[src/rtl/tick_timer_pkg.sv]
package tick_timer_pkg;

  // word addresses of the register port
  localparam int ADDR_CTRL    = 0;
  localparam int ADDR_RELOAD  = 1;
  localparam int ADDR_CURRENT = 2;

  // control word bit positions
  localparam int EN_BIT  = 0;
  localparam int IE_BIT  = 1;
  localparam int SRC_BIT = 2;

  // strobes from control to datapath
  typedef struct packed {
    logic step;       // one count cycle
    logic reloadWr;   // capture a new reload value
    logic countClr;   // force count to zero
  } dpCtrl_t;

endpackage

[src/rtl/tick_timer_dp.sv]
module tick_timer_dp
  import tick_timer_pkg::*;
#(
  parameter int CNT_W  = 24,
  parameter int DATA_W = 32
) (
  input  logic              clk,
  input  logic              rstN,
  input  dpCtrl_t           dpCtrl,
  input  logic [DATA_W-1:0] wrData,
  output logic [CNT_W-1:0]  countVal,
  output logic [CNT_W-1:0]  reloadVal,
  output logic              hitZero
);

  localparam logic [CNT_W-1:0] ONE = CNT_W'(1);

  logic [CNT_W-1:0] countQ;
  logic [CNT_W-1:0] reloadQ;

  // step from one to zero in this cycle (clear not considered here)
  assign hitZero = dpCtrl.step && (countQ == ONE);

  always_ff @(posedge clk or negedge rstN) begin
    if (!rstN) begin
      countQ <= '0;
    end else if (dpCtrl.countClr) begin
      countQ <= '0;
    end else if (dpCtrl.step) begin
      if (countQ == '0) countQ <= reloadQ;
      else              countQ <= countQ - ONE;
    end
  end

  // reload value is not reset; software writes it before enabling
  always_ff @(posedge clk) begin
    if (dpCtrl.reloadWr) reloadQ <= wrData[CNT_W-1:0];
  end

  assign countVal  = countQ;
  assign reloadVal = reloadQ;

  AST_CLEAR_ZEROES: assert property (@(posedge clk) disable iff (!rstN)
    dpCtrl.countClr |=> countQ == '0);

  AST_HOLD_IDLE: assert property (@(posedge clk) disable iff (!rstN)
    (!dpCtrl.step && !dpCtrl.countClr) |=> $stable(countQ));

  AST_RELOAD_AT_ZERO: assert property (@(posedge clk) disable iff (!rstN)
    (dpCtrl.step && !dpCtrl.countClr && !dpCtrl.reloadWr && countQ == '0)
      |=> countQ == $past(reloadQ));

endmodule

[src/rtl/tick_timer_ctrl.sv]
module tick_timer_ctrl
  import tick_timer_pkg::*;
#(
  parameter int CNT_W    = 24,
  parameter int DATA_W   = 32,
  parameter int ADDR_W   = 2,
  parameter int FLAG_BIT = 16
) (
  input  logic              clk,
  input  logic              rstN,
  input  logic              rdEn,
  input  logic              wrEn,
  input  logic [ADDR_W-1:0] addr,
  input  logic [DATA_W-1:0] wrData,
  input  logic              refTick,
  input  logic [CNT_W-1:0]  countVal,
  input  logic [CNT_W-1:0]  reloadVal,
  input  logic              hitZero,
  output dpCtrl_t           dpCtrl,
  output logic [DATA_W-1:0] rdData,
  output logic              irq
);

  localparam int PAD_W = DATA_W - CNT_W;

  logic enable, intEn, clkSel, wrapFlag;
  logic selCtrl, selReload, selCurrent;
  logic ctrlWr, ctrlRd, curWr, wrapEvent;
  logic [DATA_W-1:0] readMux;
  logic [DATA_W-1:0] ctrlWord;

  assign selCtrl    = (addr == ADDR_W'(ADDR_CTRL));
  assign selReload  = (addr == ADDR_W'(ADDR_RELOAD));
  assign selCurrent = (addr == ADDR_W'(ADDR_CURRENT));

  assign ctrlWr = wrEn && selCtrl;
  assign ctrlRd = rdEn && selCtrl;
  assign curWr  = wrEn && selCurrent;

  assign dpCtrl.step     = enable && (clkSel || refTick);
  assign dpCtrl.reloadWr = wrEn && selReload;
  assign dpCtrl.countClr = curWr;

  // a write to the count word overrides a simultaneous wrap
  assign wrapEvent = hitZero && !curWr;

  always_ff @(posedge clk or negedge rstN) begin
    if (!rstN) begin
      enable <= 1'b0;
      intEn  <= 1'b0;
      clkSel <= 1'b0;
    end else if (ctrlWr) begin
      enable <= wrData[EN_BIT];
      intEn  <= wrData[IE_BIT];
      clkSel <= wrData[SRC_BIT];
    end
  end

  always_ff @(posedge clk or negedge rstN) begin
    if (!rstN)          wrapFlag <= 1'b0;
    else if (curWr)     wrapFlag <= 1'b0;
    else if (wrapEvent) wrapFlag <= 1'b1;
    else if (ctrlRd)    wrapFlag <= 1'b0;
  end

  always_ff @(posedge clk or negedge rstN) begin
    if (!rstN) irq <= 1'b0;
    else       irq <= wrapEvent && intEn;
  end

  always_comb begin
    ctrlWord           = '0;
    ctrlWord[EN_BIT]   = enable;
    ctrlWord[IE_BIT]   = intEn;
    ctrlWord[SRC_BIT]  = clkSel;
    ctrlWord[FLAG_BIT] = wrapFlag;
  end

  always_comb begin
    if (selCtrl)         readMux = ctrlWord;
    else if (selReload)  readMux = {{PAD_W{1'b0}}, reloadVal};
    else if (selCurrent) readMux = {{PAD_W{1'b0}}, countVal};
    else                 readMux = '0;
  end

  always_ff @(posedge clk or negedge rstN) begin
    if (!rstN)     rdData <= '0;
    else if (rdEn) rdData <= readMux;
  end

  AST_IRQ_ONE_CLOCK: assert property (@(posedge clk) disable iff (!rstN)
    irq |=> !irq);

  AST_IRQ_NEEDS_IE: assert property (@(posedge clk) disable iff (!rstN)
    irq |-> $past(intEn));

  AST_IRQ_WITH_FLAG: assert property (@(posedge clk) disable iff (!rstN)
    irq |-> wrapFlag);

  AST_WRITE_CLEARS_FLAG: assert property (@(posedge clk) disable iff (!rstN)
    curWr |=> (!wrapFlag && !irq));

endmodule

[src/rtl/tick_timer.sv]
module tick_timer
  import tick_timer_pkg::*;
#(
  parameter int CNT_W    = 24,
  parameter int DATA_W   = 32,
  parameter int ADDR_W   = 2,
  parameter int FLAG_BIT = 16
) (
  input  logic              clk,
  input  logic              rstN,
  input  logic              rdEn,
  input  logic              wrEn,
  input  logic [ADDR_W-1:0] addr,
  input  logic [DATA_W-1:0] wrData,
  output logic [DATA_W-1:0] rdData,
  input  logic              refTick,
  output logic              irq
);

  dpCtrl_t          dpCtrl;
  logic [CNT_W-1:0] countVal;
  logic [CNT_W-1:0] reloadVal;
  logic             hitZero;

  tick_timer_ctrl #(
    .CNT_W(CNT_W), .DATA_W(DATA_W), .ADDR_W(ADDR_W), .FLAG_BIT(FLAG_BIT)
  ) ctrl_i (
    .clk(clk), .rstN(rstN), .rdEn(rdEn), .wrEn(wrEn), .addr(addr),
    .wrData(wrData), .refTick(refTick), .countVal(countVal),
    .reloadVal(reloadVal), .hitZero(hitZero), .dpCtrl(dpCtrl),
    .rdData(rdData), .irq(irq)
  );

  tick_timer_dp #(
    .CNT_W(CNT_W), .DATA_W(DATA_W)
  ) dp_i (
    .clk(clk), .rstN(rstN), .dpCtrl(dpCtrl), .wrData(wrData),
    .countVal(countVal), .reloadVal(reloadVal), .hitZero(hitZero)
  );

endmodule

[config.mk]
export PLATFORM = sky130hd
export DESIGN_NAME = tick_timer
export DESIGN_NICKNAME = d
export VERILOG_FILES = /design/src/rtl/tick_timer_pkg.sv /design/src/rtl/tick_timer_dp.sv /design/src/rtl/tick_timer_ctrl.sv /design/src/rtl/tick_timer.sv
export SDC_FILE = /design/constraint.sdc
export NUM_CORES = 1
export LEC_CHECK = 0
export CORE_MARGIN = 2
export CORE_UTILIZATION = 40
export CTS_BUF_LIST = sky130_fd_sc_hd__clkbuf_2 sky130_fd_sc_hd__clkbuf_4 sky130_fd_sc_hd__clkbuf_8
export CTS_CLUSTER_DIAMETER = 50
export DETAILED_ROUTE_END_ITERATION = 6
export DONT_BUFFER_PORTS = 1
export GPL_TIMING_DRIVEN = 0
export HOLD_SLACK_MARGIN = 0.15
export MAX_ROUTING_LAYER = met4
export PLACE_DENSITY = 0.66
export SLEW_MARGIN = 20
export SYNTH_ARGS = -nofsm -noshare
export SYNTH_HDL_FRONTEND = slang
export SYNTH_SLANG_ARGS = --single-unit
[constraint.sdc]
create_clock -name clk -period 7.7 [get_ports clk]
set_clock_uncertainty 0.1 [all_clocks]
set_input_delay 1.54 -clock clk [delete_from_list [all_inputs] [get_ports clk]]
set_output_delay 1.54 -clock clk [all_outputs]
set_load 0.005 [all_outputs]
Word-level counts from Yosys, hierarchy flattened
Cells that the tools add are included. W data, S select, Z words.

Bits in registers: 85. Bits of input ports: 39. Output and inout port bits: 33.

$add $sub $neg: 1. Equality and inequality tests: 3. Muxes and demuxes: 9. Reduce and logical (&&, ||, !) cells: 14.

Operator list (number): $mux W24 (4); $mux W32 (2); $eq A24 B1 Y1 const B (1); $logic_not A24 Y1 (1); $sub A24 B1 Y24 const B (1); $logic_and A1 B1 Y1 (8); $mux W1 (3); $reduce_bool A3 Y1 (1); $eq A2 B1 Y1 const B (1); $eq A2 B2 Y1 const B (1); $logic_not A2 Y1 (1); $reduce_bool A2 Y1 (1); $logic_not A1 Y1 (1); $logic_or A1 B1 Y1 (1).

Depth between registers and ports, before layout
Word-level depth: 6. Depth in mapped cells: 9. Mapped depth without buffers: 7.

Modules after synthesis
From an unflattened synthesis, not the netlist that was laid out.

Cells, all modules: 386. Area, all modules: 4055.1 µm².

By module, submodules not included: tick_timer_dp (instances 1, cells each 221, area an instance 2417.3 µm², sequential area each 1321.3 µm²); tick_timer_ctrl (instances 1, cells each 165, area an instance 1637.8 µm², sequential area each 725.7 µm²).

Worst setup path after synthesis
No wires, ideal clock.

Path kind: input to register. Start point: in addr[0]. End point: reg dp_i.reloadQ[0], in the netlist dp_i.reloadVal[0] (enable). Arrival: 3.064 ns. Path slack: 4.153 ns. Stages on the path: 5. Path buffers: 3. Cells stage by stage: clkbuf_1 nor2b_1 clkbuf_1 clkbuf_1 and2_1.

RTL lines: start, declared (line tick_timer.sv:13) `input logic [ADDR_W-1:0] addr,`; end signal, assigned (line tick_timer_dp.sv:37) `if (dpCtrl.reloadWr) reloadQ <= wrData[CNT_W-1:0];`; end, declared (line tick_timer_dp.sv:19) `logic [CNT_W-1:0] reloadQ;`.

==> impl_metrics.tcl <==
set metrics [dict create \
    overflow 0 \
    yosysWarnings 0 \
    synth_area_per_cell_um2 10.13 \
    antenna_cells 0 \
    ys_async_sr_fraction_pct 68.83 \
    synth_edf_count 24 \
    finalCriticalPeriod_ns 3.546 \
    drc 0 \
    routed_wirelength_mm 10.51 \
    stdcell_area_um2 4169 \
    final_nets 435 \
    drtIter0Drc 198 \
    drive_above_1_share_pct 11.06 \
    placedCellCount 511 \
    rr_startpoint "dp_i.countVal[0]$_DFFE_PN0P_" \
    post_cts_buffers 0 \
    first_pass_iters 5 \
    fin_crit_sh_pct 46.06 \
    setup_tns_ns 0 \
    ctsHtreeMaxLevel 3 \
    hold_viol 0 \
    rsz0062_at_grt "false" \
    cp.required_ns 7.59 \
    p_per_area_nw_per_um2 251.9 \
    r2r-end "dp_i.countVal[22]$_DFFE_PN0P_" \
    grt_pass1_wl_mm 16.53 \
    p_leak_nw 1.584 \
    synth_most_common_cell "dfrtp_1" \
    final_cells 527 \
    vias 3087 \
    routedWlPerCell_um 19.94 \
    synth-seq-area-share_pct 53.87 \
    fmax_mhz 282.0 \
    rr_worst_depth 8 \
    insertion_delay_ns 0.36 \
    path_clk_slew_ns 0.07 \
    start_kind "input pin" \
    synth_top_cell_area_share_pct 34.90 \
    slew_headroom_pct 32.30 \
    avgViaCountPerCell 5.858 \
    clock_sinks 77 \
    crit_path_end_kind "flop" \
    io_pins 72 \
    core-area_um2 9240 \
    maxSlewViolCount 0 \
    ant_nets 0 \
    cts_root_buf "clkbuf_8" \
    cts-buffers-inserted 9 \
    synth_seq_cells 77 \
    fillers 881 \
    hpwlAfterDp_mm 7.271 \
    dieWidth_um 101.5 \
    yosys-top-cells-area "dfrtp_1, edfxtp_1, a21oi_1" \
    start_util_pct 41.12 \
    crit_path_end "dp_i.reloadVal[23]$_DFFE_PP_" \
    antenna_found_initial 0 \
    critPathKind "in2reg" \
    run_status "complete, no violations" \
    fp-row-count 35 \
    die_y_um 101.5 \
    synth_cells 375 \
    worstMarginPinSlew_ns 1.006 \
    placed_cell_area_um2 3989 \
    area_growth_pct 9.714 \
    port_buffers 0 \
    critPathMaxFanout 24 \
    grt.total_usage_pct 21.96 \
    grt_max_degree 54 \
    setup_viol_count_final 0 \
    synthFlopType "dfrtp_1" \
    first_global_vias 3025 \
    r2r_setup_slack_ns 4.62 \
    syn_area_um2 3800 \
    irDropWorstVdd_uv 89.57 \
    hold_path_class "reg2reg" \
    synth_top_cell_by_area "dfrtp_1" \
    maxCapViolations 0 \
    cp-startpoint "addr[0]" \
    clockBufferDepth 2 \
    cts_resized 0 \
    ys_top_cells_by_count "dfrtp_1, nor2_1, a21oi_1" \
    tritoncts "yes" \
    die-area_um2 10300 \
    arrival_ns 3.44 \
    cts_hold_buf 0 \
    place.gp.congestion 0.9187 \
    synth_cell_types 50 \
]
## critical path: stages
cell	delay, ns
clkbuf_1	0.30
nor2b_1	0.18
clkbuf_1	0.34
clkbuf_1	0.41
and2_2	0.65
## final cells by class
cell class | instances | area [um2] | share of cell area (%)
well taps | 129 | 161.4 | 3.872
flip-flops and latches | 77 | 2047 | 49.10
clock inverters | 2 | 12.51 | 0.3001
plain buffers | 37 | 190.2 | 4.562
inverters | 7 | 26.28 | 0.6303
multi-input cells | 261 | 1564 | 37.51
clock buffers | 14 | 167.7 | 4.022
## kinds of logic after synthesis
logic type               after synthesis  synth area share [%]
buffers and inverters                 44                 5.696
other                                  1               0.09869
AND/OR/NAND/NOR                      123                 16.56
AO/OA/AOI/OAI                        118                 20.32
flip-flops                            77                 53.87
multiplexers                           9                 2.470
adder cells (fa/ha/maj)                3                0.9879
## where the power goes
part / total, W / internal (W) / switching [W] / leakage (nW)
sequential: 0.000523 / 0.000471 / 0.0000521 / 0.885
combinational: 0.000242 / 0.0000913 / 0.000151 / 0.605
clock: 0.000286 / 0.000140 / 0.000145 / 0.0944
## routing by layer
layer	global-route usage [%]	wire [um]
met5	-	0
met4	7.796	177
met3	4.279	616
met2	32.14	4869
met1	30.52	4847
## registers in the layout, summed over array words and instances, names as in the netlist
register,count
ctrl_i.wrapFlag,1
ctrl_i.clkSel,1
ctrl_i.rdData,24
ctrl_i.enable,1
dp_i.reloadVal,24
ctrl_i.intEn,1
dp_i.countVal,24
ctrl_i.irq,1
## worst min-delay path by stage
stage / from / endpoint / slack [ns] / depth (start not counted)
floorplan: dp_i.reloadVal[23]$_DFFE_PP_ / dp_i.countVal[23]$_DFFE_PN0P_ / 0.37 / 2
global placement: ctrl_i.intEn$_DFFE_PN0P_ / ctrl_i.irq$_DFF_PN0_ / 0.43 / 2
detailed placement: ctrl_i.intEn$_DFFE_PN0P_ / ctrl_i.irq$_DFF_PN0_ / 0.43 / 2
CTS: ctrl_i.intEn$_DFFE_PN0P_ / ctrl_i.irq$_DFF_PN0_ / 0.44 / 2
global route: ctrl_i.intEn$_DFFE_PN0P_ / ctrl_i.irq$_DFF_PN0_ / 0.47 / 2
finish: ctrl_i.intEn$_DFFE_PN0P_ / ctrl_i.irq$_DFF_PN0_ / 0.44 / 2
## metrics by stage
step | hold WS, ns | util [%] | worst slack, ns | power [W]
5_1_grt | 0.4659 | 45.12 | 3.964 | 0.001107
6_report | 0.4385 | 45.12 | 4.154 | 0.001050
3_5_place_dp | 0.4315 | 43.17 | 3.769 | 0.0007672
3_3_place_gp | 0.4258 | 43.16 | 3.383 | 0.0007605
2_1_floorplan | 0.3744 | - | 4.153 | 0.0006996
4_1_cts | 0.4398 | 45.12 | 4.162 | 0.001052
## placed cells by master, fill, tap and decap left out, drive strengths merged, types with 5 or more instances in the layout
cell type and n:
a211oi 5, a21oi 42, a22oi 20, a31oi 7
a32oi 7, buf 16, clkbuf 35, conb 8
dfrtp 53, edfxtp 24, inv 7, mux2i 6
nand2 19, nand3 11, nand4 6, nor2 48
nor3 6, nor4 6, o21ai 14, o22ai 7
or3 5, or4 10
Power figures use the tool's default switching activity.
